**config.mk**
```make
export PLATFORM = sky130hd
export DESIGN_NAME = i2s_bclk_gen
export DESIGN_NICKNAME = d
export VERILOG_FILES = /design/src/rtl/i2s_bclk_pkg.sv /design/src/rtl/i2s_bclk_cfg.sv /design/src/rtl/i2s_bclk_seq.sv /design/src/rtl/i2s_bclk_out.sv /design/src/rtl/i2s_bclk_gen.sv
export SDC_FILE = /design/constraint.sdc
export NUM_CORES = 1
export LEC_CHECK = 0
export BUFFER_PORTS_ARGS = -buffer_cell sky130_fd_sc_hd__buf_2
export CAP_MARGIN = 20
export CORE_MARGIN = 2
export CORE_UTILIZATION = 54
export CTS_CLUSTER_SIZE = 14
export DETAILED_ROUTE_END_ITERATION = 6
export GPL_ROUTABILITY_DRIVEN = 0
export PLACE_DENSITY = 0.76
export SYNTH_ARGS = -nofsm -noshare
export SYNTH_HDL_FRONTEND = slang
export SYNTH_SLANG_ARGS = --single-unit
```
**constraint.sdc**
```tcl
create_clock -name clk_i -period 3.85 [get_ports clk_i]
set_clock_uncertainty 0.15 [all_clocks]
set_input_delay 0.77 -clock clk_i [delete_from_list [all_inputs] [get_ports clk_i]]
set_output_delay 0.77 -clock clk_i [all_outputs]
set_load 0.01 [all_outputs]
```
**src/rtl/i2s_bclk_pkg.sv**
```systemverilog
package i2s_bclk_pkg;
  parameter int MAX_FRAME_BITS = 128;
  localparam int CNT_W = $clog2(MAX_FRAME_BITS);

  typedef enum logic [1:0] {
    WL_16  = 2'b00,
    WL_24  = 2'b01,
    WL_32  = 2'b10,
    WL_32X = 2'b11
  } wlen_e;

  typedef struct packed {
    logic [CNT_W-1:0] half; // bits per word
    logic             gate; // tail suppression armed
    logic             pol;
  } cfg_t;

  function automatic logic bit_active(input logic [CNT_W-1:0] cnt,
                                      input cfg_t cfg,
                                      input logic [CNT_W-1:0] gate_from);
    logic [CNT_W-1:0] idx;
    idx = (cnt >= cfg.half) ? cnt - cfg.half : cnt;
    return !(cfg.gate && (idx >= gate_from));
  endfunction
endpackage

```
**src/rtl/i2s_bclk_cfg.sv**
```systemverilog
module i2s_bclk_cfg
  import i2s_bclk_pkg::*;
#(
  parameter int BASE_BITS = 32
) (
  input  logic [1:0] rate_sel_i,
  input  logic [1:0] wlen_i,
  input  logic       gate_ctl_i,
  input  logic       pol_i,
  output cfg_t       cfg_o
);
  localparam int BASE_HALF = BASE_BITS / 2;
  localparam logic [CNT_W-1:0] HALF0 = CNT_W'(BASE_HALF);

  logic [CNT_W-1:0] half_tab [4];

  // fixed codes double the frame per step; code 0 is replaced below
  for (genvar g = 0; g < 4; g++) begin : g_rate
    if (g == 0) begin : g_zero
      assign half_tab[g] = HALF0;
    end else begin : g_fix
      assign half_tab[g] = HALF0 << (g - 1);
    end
  end

  always_comb begin
    cfg_o.pol  = pol_i;
    cfg_o.gate = 1'b0;
    if (rate_sel_i == 2'b00) begin
      cfg_o.half = (wlen_e'(wlen_i) == WL_16) ? HALF0 : (HALF0 << 1);
      cfg_o.gate = (wlen_e'(wlen_i) == WL_24) && !gate_ctl_i;
    end else begin
      cfg_o.half = half_tab[rate_sel_i];
    end
  end
endmodule

```
**src/rtl/i2s_bclk_seq.sv**
```systemverilog
module i2s_bclk_seq
  import i2s_bclk_pkg::*;
(
  input  logic             clk_i,
  input  logic             rst_ni,
  input  logic             tick_i,
  input  logic             master_i,
  input  cfg_t             cfg_live_i,
  output logic             run_q_o,
  output cfg_t             cfg_q_o,
  output logic             run_d_o,
  output logic             phase_d_o,
  output logic [CNT_W-1:0] cnt_d_o,
  output cfg_t             cfg_d_o,
  output logic             adv_o
);
  logic             run_q, phase_q;
  logic [CNT_W-1:0] cnt_q;
  cfg_t             cfg_q;
  logic             run_d, phase_d;
  logic [CNT_W-1:0] cnt_d;
  cfg_t             cfg_d;
  logic             adv, last_bit;

  assign last_bit = ({1'b0, cnt_q} == ({cfg_q.half, 1'b0} - (CNT_W+1)'(1)));

  always_comb begin
    run_d   = run_q;
    phase_d = phase_q;
    cnt_d   = cnt_q;
    cfg_d   = cfg_q;
    adv     = 1'b0;
    if (!master_i) begin
      run_d   = 1'b0;
      phase_d = 1'b0;
      cnt_d   = '0;
      cfg_d   = cfg_live_i;
    end else if (tick_i) begin
      adv = 1'b1;
      if (!run_q) begin
        run_d   = 1'b1;
        phase_d = 1'b0;
        cnt_d   = '0;
        cfg_d   = cfg_live_i;
      end else if (!phase_q) begin
        phase_d = 1'b1;
      end else begin
        phase_d = 1'b0;
        if (last_bit) begin
          cnt_d = '0;
          cfg_d = cfg_live_i; // frame boundary: new settings
        end else begin
          cnt_d = cnt_q + 1'b1;
        end
      end
    end else if (!run_q) begin
      cfg_d = cfg_live_i;
    end
  end

  always_ff @(posedge clk_i or negedge rst_ni) begin
    if (!rst_ni) begin
      run_q   <= 1'b0;
      phase_q <= 1'b0;
      cnt_q   <= '0;
      cfg_q   <= '0;
    end else begin
      run_q   <= run_d;
      phase_q <= phase_d;
      cnt_q   <= cnt_d;
      cfg_q   <= cfg_d;
    end
  end

  assign run_q_o   = run_q;
  assign cfg_q_o   = cfg_q;
  assign run_d_o   = run_d;
  assign phase_d_o = phase_d;
  assign cnt_d_o   = cnt_d;
  assign cfg_d_o   = cfg_d;
  assign adv_o     = adv;

  AST_CNT_IN_FRAME: assert property (@(posedge clk_i) disable iff (!rst_ni)
    run_q |-> ({1'b0, cnt_q} < {cfg_q.half, 1'b0}));

  AST_HOLD_NO_TICK: assert property (@(posedge clk_i) disable iff (!rst_ni)
    (master_i && !tick_i && run_q) |=> ($stable(cnt_q) && $stable(phase_q)));

  AST_CFG_AT_FRAME: assert property (@(posedge clk_i) disable iff (!rst_ni)
    (run_q && $past(run_q) && !(cnt_q == '0 && !phase_q)) |-> $stable(cfg_q));
endmodule

```
**src/rtl/i2s_bclk_out.sv**
```systemverilog
module i2s_bclk_out
  import i2s_bclk_pkg::*;
#(
  parameter int GATE_FROM = 24
) (
  input  logic             clk_i,
  input  logic             rst_ni,
  input  logic             run_q_i,
  input  cfg_t             cfg_q_i,
  input  logic             run_d_i,
  input  logic             phase_d_i,
  input  logic [CNT_W-1:0] cnt_d_i,
  input  cfg_t             cfg_d_i,
  input  logic             adv_i,
  input  logic             pol_i,
  output logic             bclk_o,
  output logic             lrclk_o,
  output logic             bit_stb_o,
  output logic             word_stb_o
);
  localparam logic [CNT_W-1:0] GATE_IDX = CNT_W'(GATE_FROM);

  logic raw_q, lr_q, bs_q, ws_q;
  logic act_d, pol_sel;

  assign act_d = bit_active(cnt_d_i, cfg_d_i, GATE_IDX);

  always_ff @(posedge clk_i or negedge rst_ni) begin
    if (!rst_ni) begin
      raw_q <= 1'b0;
      lr_q  <= 1'b0;
      bs_q  <= 1'b0;
      ws_q  <= 1'b0;
    end else begin
      raw_q <= run_d_i && !phase_d_i && act_d;
      lr_q  <= run_d_i && (cnt_d_i >= cfg_d_i.half);
      bs_q  <= adv_i && run_d_i && phase_d_i && act_d;
      ws_q  <= adv_i && run_d_i && !phase_d_i &&
               ((cnt_d_i == '0) || (cnt_d_i == cfg_d_i.half));
    end
  end

  // idle level tracks the live polarity until a frame latches it
  assign pol_sel    = run_q_i ? cfg_q_i.pol : pol_i;
  assign bclk_o     = pol_sel ? raw_q : !raw_q;
  assign lrclk_o    = lr_q;
  assign bit_stb_o  = bs_q;
  assign word_stb_o = ws_q;

  AST_SAMPLE_LEVEL: assert property (@(posedge clk_i) disable iff (!rst_ni)
    bs_q |-> !raw_q);

  AST_IDLE_WHEN_STOPPED: assert property (@(posedge clk_i) disable iff (!rst_ni)
    !run_q_i |-> (!raw_q && !lr_q && !bs_q));
endmodule

```
**src/rtl/i2s_bclk_gen.sv**
```systemverilog
module i2s_bclk_gen
  import i2s_bclk_pkg::*;
#(
  parameter int BASE_BITS = 32,
  parameter int GATE_FROM = 24
) (
  input  logic       clk_i,
  input  logic       rst_ni,
  input  logic       tick_i,
  input  logic       master_i,
  input  logic [1:0] rate_sel_i,
  input  logic [1:0] wlen_i,
  input  logic       gate_ctl_i,
  input  logic       pol_i,
  output logic       bclk_o,
  output logic       lrclk_o,
  output logic       bit_stb_o,
  output logic       word_stb_o
);
  cfg_t             cfg_live, cfg_q, cfg_d;
  logic             run_q, run_d, phase_d, adv;
  logic [CNT_W-1:0] cnt_d;

  i2s_bclk_cfg #(.BASE_BITS(BASE_BITS)) u_cfg (
    .rate_sel_i (rate_sel_i),
    .wlen_i     (wlen_i),
    .gate_ctl_i (gate_ctl_i),
    .pol_i      (pol_i),
    .cfg_o      (cfg_live)
  );

  i2s_bclk_seq u_seq (
    .clk_i      (clk_i),
    .rst_ni     (rst_ni),
    .tick_i     (tick_i),
    .master_i   (master_i),
    .cfg_live_i (cfg_live),
    .run_q_o    (run_q),
    .cfg_q_o    (cfg_q),
    .run_d_o    (run_d),
    .phase_d_o  (phase_d),
    .cnt_d_o    (cnt_d),
    .cfg_d_o    (cfg_d),
    .adv_o      (adv)
  );

  i2s_bclk_out #(.GATE_FROM(GATE_FROM)) u_out (
    .clk_i      (clk_i),
    .rst_ni     (rst_ni),
    .run_q_i    (run_q),
    .cfg_q_i    (cfg_q),
    .run_d_i    (run_d),
    .phase_d_i  (phase_d),
    .cnt_d_i    (cnt_d),
    .cfg_d_i    (cfg_d),
    .adv_i      (adv),
    .pol_i      (pol_i),
    .bclk_o     (bclk_o),
    .lrclk_o    (lrclk_o),
    .bit_stb_o  (bit_stb_o),
    .word_stb_o (word_stb_o)
  );

  AST_STROBES_APART: assert property (@(posedge clk_i) disable iff (!rst_ni)
    !(bit_stb_o && word_stb_o));

  AST_SLAVE_QUIET: assert property (@(posedge clk_i) disable iff (!rst_ni)
    !master_i |=> (!bit_stb_o && !word_stb_o && !lrclk_o && (bclk_o == !pol_i)));
endmodule

```
# Yosys cells after proc, flatten, opt, wreduce, memory -nomap -nowiden
# Cells that the tools add are included.
# Widths: inputs -> output; s select.
# word_totals
regBits	22
latch_bits	0
ramBits	0
romBits	0
mem_count	0
# op_classes
n_addsub	3
n_mul	0
div_mod_pow	0
order_cmp	3
eq_ne	6
shift	0
mux	28
bitwise	1
reduce_logical	19
# op_table
op	count
$mux 7	9
$mux 9	6
$bmux 7 s2	1
$mux 1	11
$logic_and 1x1->1	10
$ne 3x3->1 const B	3
$eq 7x8->1	1
$sub 8x1->8 const B	1
$add 7x1->7 const B	1
$eq 7x7->1	1
$ge 7x5->1 const B	1
$ge 7x7->1	1
$logic_not 7->1	1
$sub 7x7->7	1
$mux 6	1
$logic_not 1->1	4
$logic_not 2->1	2
$ge 3x3->1 const B	1
$not 2->3	1
$reduce_and 3->1	1
$eq 2x1->1 const B	1
$logic_or 1x1->1	1

# Longest topological paths before layout
# logic_depth
ltp_word	16
ltp_mapped	18
ltp_nobuf	17

# Hierarchy
# Synthesis repeated with hierarchy kept, for this count alone.
# hier_totals
hier_cells	229
hier_area_um2	2058.2
# modules_own_cells
module	n_inst	cells_per_inst	area_per_inst_um2
i2s_bclk_seq	1	150	1410.1
i2s_bclk_out	1	66	565.5
i2s_bclk_cfg	1	13	82.6

# Worst setup path before layout
# OpenSTA, ideal clock, no wires.
# synth_path
path_type	register to register
startpoint	register u_seq.cfg_q_o[2] (netlist name)
endpoint	register u_out.bs_q (netlist: u_out.bit_stb_o)
setup_time_ns	0.132
t_arrival_ns	3.376
t_required_ns	3.568
slack_ns	0.193
path_stages_with_launch	19
n_path_buf	1
period_less_slack_ns	3.657
path_cell_list	dfrtp_1 inv_1 ha_1 or3b_1 nor3_2 xnor2_2 a41oi_2 buf_4 and2_2 ha_1 inv_1 fa_1 a211oi_1 o21bai_1 a21oi_1 xnor2_1 nor2_1 a21oi_1 o32ai_1
# synth_lines
item	line_no	text
end signal, assigned	i2s_bclk_out.sv:37	bs_q <= adv_i && run_d_i && phase_d_i && act_d;
end, declared	i2s_bclk_out.sv:23	logic raw_q, lr_q, bs_q, ws_q;

# Worst setup path after layout
# layout_path
startpoint	register u_seq.cfg_q_o[3] (netlist name)
endpoint	register u_out.bs_q (netlist: u_out.bit_stb_o)
# layout_between
elab_chain_len	13
word_cells_on_any_way	20
# layout_lines
item	line_no	text
$sub 8x1->8 (*)	i2s_bclk_seq.sv:25	assign last_bit = ({1'b0, cnt_q} == ({cfg_q.half, 1'b0} - (CNT_W+1)'(1)));
$eq 7x8->1 (*)	i2s_bclk_seq.sv:25	
$mux 7 (*)	i2s_bclk_seq.sv:49	if (last_bit) begin
$mux 7 (*)	i2s_bclk_seq.sv:45	end else if (!phase_q) begin
$mux 7 (*)	i2s_bclk_seq.sv:40	if (!run_q) begin
$mux 7 (*)	i2s_bclk_seq.sv:38	end else if (tick_i) begin
$mux 7 (*)	i2s_bclk_seq.sv:33	if (!master_i) begin
via cnt_d[1]	i2s_bclk_gen.sv:22	logic [CNT_W-1:0] cnt_d;
$sub 7x7->7 / $ge 7x7->1 (equally long branches)	i2s_bclk_pkg.sv:22	idx = (cnt >= cfg.half) ? cnt - cfg.half : cnt;
$mux 7 (*)	i2s_bclk_pkg.sv:22	
$ge 7x5->1 (*)	i2s_bclk_pkg.sv:23	return !(cfg.gate && (idx >= gate_from));
$logic_and 1x1->1 (*)	i2s_bclk_pkg.sv:23	
$logic_not 1->1 (*)	i2s_bclk_pkg.sv:23	
$logic_and 1x1->1 (*)	i2s_bclk_out.sv:37	
# The timed path passes the listed nets; every way through them passes the cells marked *. The select of a mux whose other input is x is not followed.
# A chain may end at the register's enable or synchronous reset.

==> impl_metrics.py <==
metrics = {
    "die": {
        "ios": 14,
        "die_area_um2": 3730,
        "row_count": 20,
        "die_y_um": 61.08,
        "start_util_pct": 57.15,
        "die_x_um": 61.08,
        "coreArea_um2": 3078,
    },
    "power_and_ir_drop": {
        "p_total_mw": 0.4538,
        "powerDensity_nw_per_um2": 226.4,
        "p_sw_share_pct": 30.10,
        "peakVddDrop_v": 0.0001583,
        "internal-power_mw": 0.3172,
        "p_leak_nw": 0.9187,
        "p_switching_mw": 0.1366,
        "pwr-share-comb_pct": 21.2,
        "clockPowerShare_pct": 23.6,
        "seqPwrFrac_pct": 55.2,
    },
    "global_routing": {
        "grt_pass1_vias": 1439,
        "grt_pass1_wl_mm": 6.824,
        "grt_max_degree": 23,
        "grt_usage_pct": 25.60,
        "antenna_found_initial": 0,
        "gr-total-overflow": 0,
    },
    "worst_setup_path": {
        "reg2reg_to": "u_out.bit_stb_o$_DFF_PN0_",
        "cp.required_ps": 3940,
        "arrival_ps": 3730,
        "path_common_cell": "nor2_1",
        "max_stage_delay_ps": 430,
        "critical-path-top-delay-family": "simple AND/OR/NAND/NOR gates",
        "r2r-start": "u_seq.cfg_q_o[3]$_DFF_PN0_",
        "endpoint_kind": "flip-flop",
        "worstPathMaxFanout": 4,
        "r2r_cells": 17,
        "crit_type": "flip-flop to flip-flop",
        "slowest_stage": "dfrtp_1",
        "start_kind": "flip-flop",
        "rrSetupSlack_ps": 210,
        "crit_buf_inv": 2,
        "crit_path_cell_trace": "inv_2 > ha_4 > or3b_4 > nor3_4 > xnor2_2 > a31oi_4 > buf_4 > nand2_1 > o21ai_2 > ha_1 > nor2b_1 > o2111a_1 > nor2_1 > nor2_1 > nor2_1 > a21oi_2 > o32ai_2",
    },
    "timing": {
        "finalHoldViolCount": 0,
        "setup_violations": 0,
        "worst_pin_slew_ps": 502.9,
        "fin_crit_sh_pct": 94.56,
        "final.setup.worst_slack_ps": 209.5,
        "fmax_ghz": 0.2747,
        "fin_tns_setup_ps": 0,
        "report.final.slew_viol_count": 0,
        "period_minus_slack_ps": 3640,
        "timing.slew.headroom_pct": 66.17,
        "whs_ps": 251.0,
    },
    "yosys": {
        "netlist_instances": 194,
        "ys_seq_area_share_pct": 31.29,
        "synthArstFlopShare_pct": 100.0,
        "synth_cell_type_count": 60,
        "synth_flop_cell": "dfrtp_1",
        "synth_enable_flop_cells": 0,
        "ys_seq_elements": 22,
        "ys_warn_count": 0,
        "syn-cell-area_um2": 1759,
        "synthesis.nets": 214,
        "avgSynthCellArea_um2": 9.068,
    },
    "placed_design": {
        "pre_cts_ws_ps": -127.2,
        "dpl_cell_area_um2": 1826,
        "port_buffers": 13,
        "hpwlAfterDp_mm": 3.408,
    },
    "clocking": {
        "max-clock-path-buffers": 2,
        "insertion_delay_ps": 320,
        "cts_buffers": 3,
        "ctsHtreeMaxLevel": 1,
        "cts_sinks": 22,
        "cts_tree": "done",
        "cts-root-buf": "clkbuf_4",
        "path_clk_slew_ps": 120,
    },
    "detailed_routing": {
        "drc_errors": 0,
        "wl_per_cell_um": 17.63,
        "viasPerCell": 6.059,
        "ant_nets": 0,
        "routed_wl_mm": 4.496,
        "vias": 1545,
        "drtIter0Drc": 114,
        "drt_pass1_iterations": 4,
    },
    "flow_run": {
        "maxCapViolCount": 0,
    },
    "layout": {
        "fin_nets": 233,
        "area_growth_pct": 13.94,
        "post-route-cell-area_um2": 2004,
        "antenna_cells": 0,
        "drive_gt1_share_pct": 31.75,
    },
    "run_status": {
        "outcome": "completed",
    },
    "hold_path": {
        "hold_class": "input pin to asynchronous set/reset pin",
    },
}
==> power by group through the flow <==
stage	Clock [mW]	Combinational, mW	Sequential (mW)
after floorplan	0	0.0636	0.250
final	0.107	0.0963	0.250
after global placement	0	0.0809	0.253
after global routing	0.117	0.105	0.252
after CTS	0.107	0.0860	0.250
after detailed placement	0	0.0848	0.254
==> cell type report <==
type,instances,area [um^2]
clock buffers,3,22.52
flip-flops and latches,22,550.5
repair buffers,21,128.9
well taps,44,55.05
fillers,253,1074
multi-input cells,150,1191
inverters,15,56.30
==> per-stage QoR <==
stage	std cells	utilization [%]
after floorplan	194	-
after global placement	247	59.31
after detailed placement	247	59.31
final	255	65.12
after global routing	255	65.12
after CTS	252	60.69
==> registers in the layout, summed over array words and instances (netlist names) <==
name              flops
u_seq.cfg_q_o         9
u_seq.cnt_q           7
u_out.bit_stb_o       1
u_out.lrclk_o         1
u_out.raw_q           1
u_out.word_stb_o      1
u_seq.phase_q         1
u_seq.run_q_o         1
==> cells by family (layout without fill, tap and decap cells) <==
group,Yosys count,after routing,synth area share (%)
buffers and inverters,22,39,7.539
AOI/OAI and AO/OA,45,45,20.77
muxes,6,6,3.769
DFF,22,22,31.29
and+or+nand+nor,78,78,23.19
xor gates and xnor gates,11,11,5.904
adders and majority gates,10,10,7.539
==> cells in the final DEF (no fill, tap or decap), types with 2 or more instances in the layout <==
master,count
buf_4,7
and4_1,2
nand4_1,3
a41o_1,2
nor3_2,2
nand2_1,22
o21bai_1,2
ha_1,5
nor2_1,14
inv_1,11
nand2b_1,5
o32ai_2,2
nand3_1,11
nor3_1,3
inv_2,4
ha_4,3
buf_2,13
clkbuf_4,3
xnor2_1,8
o21ai_2,4
dfrtp_1,22
o21ai_0,5
a21o_1,2
a21oi_2,4
a21oi_1,5
and2_1,4
o21a_1,2
nor2b_1,2
xor2_1,2
o31ai_1,2
mux2i_1,3
==> layer usage <==
| metal | global-route usage (%) | part of all wire [%] | vias up | routed length, um |
|---|---|---|---|---|
| met4 | 11.49 | 2.5 | 0 | 114 |
| met1 | 32.66 | 40 | 755 | 1777 |
| met2 | 44.07 | 52 | 50 | 2345 |
| met5 | 0 | 0 | - | 0 |
| li1 | - | - | 730 | - |
| met3 | 2.311 | 5.8 | 10 | 259 |
==> worst max-delay path by stage <==
stage | from | to | cells after the start
2_1_floorplan | u_seq.cfg_q_o[2]$_DFF_PN0_ | u_out.bit_stb_o$_DFF_PN0_ | 18
3_3_place_gp | u_seq.cfg_q_o[3]$_DFF_PN0_ | u_out.bit_stb_o$_DFF_PN0_ | 16
3_5_place_dp | u_seq.cfg_q_o[3]$_DFF_PN0_ | u_out.raw_q$_DFF_PN0_ | 16
4_1_cts | u_seq.cfg_q_o[3]$_DFF_PN0_ | u_out.raw_q$_DFF_PN0_ | 17
5_1_grt | u_seq.cfg_q_o[3]$_DFF_PN0_ | u_out.bit_stb_o$_DFF_PN0_ | 17
6_report | u_seq.cfg_q_o[3]$_DFF_PN0_ | u_out.bit_stb_o$_DFF_PN0_ | 17
==> Yosys cell counts, types with 2 or more instances <==
cell      instances  share of area [%]
a21oi_1           8                2.3
o21a_1            2               0.85
nor2b_1           2               0.71
xnor2_1           8                4.0
and2_1            4                1.4
inv_2             2               0.43
mux2i_1           3                1.7
xor2_1            2                1.0
o21bai_1          2               0.85
nand3_1          11                3.1
nand2b_1          5                1.8
nor3_1            4                1.1
buf_6             2                1.3
o31ai_1           2               0.85
a41o_1            2                1.1
and4_1            2                1.0
nor2_1           14                3.0
buf_4             2               0.85
and2_2            2               0.85
ha_1              9                6.4
nand2_1          23                4.9
nand4_1           3                1.1
a21o_1            2               0.85
nor3_2            2                1.1
o22ai_1           2               0.71
dfrtp_1          22                 31
inv_1            13                2.8
o21ai_0           7                2.0
==> timing repair <==
action                                  in CTS  in global routing
hold buffers                                 0                  0
endpoints found under the setup margin       2                  3
resized for setup                            1                 27
gates cloned                                 0                  0
hold endpoints to repair                     0                  0
buffers inserted                             2                  3
pin swaps                                    1                 15
Power figures use the tool's default switching activity.
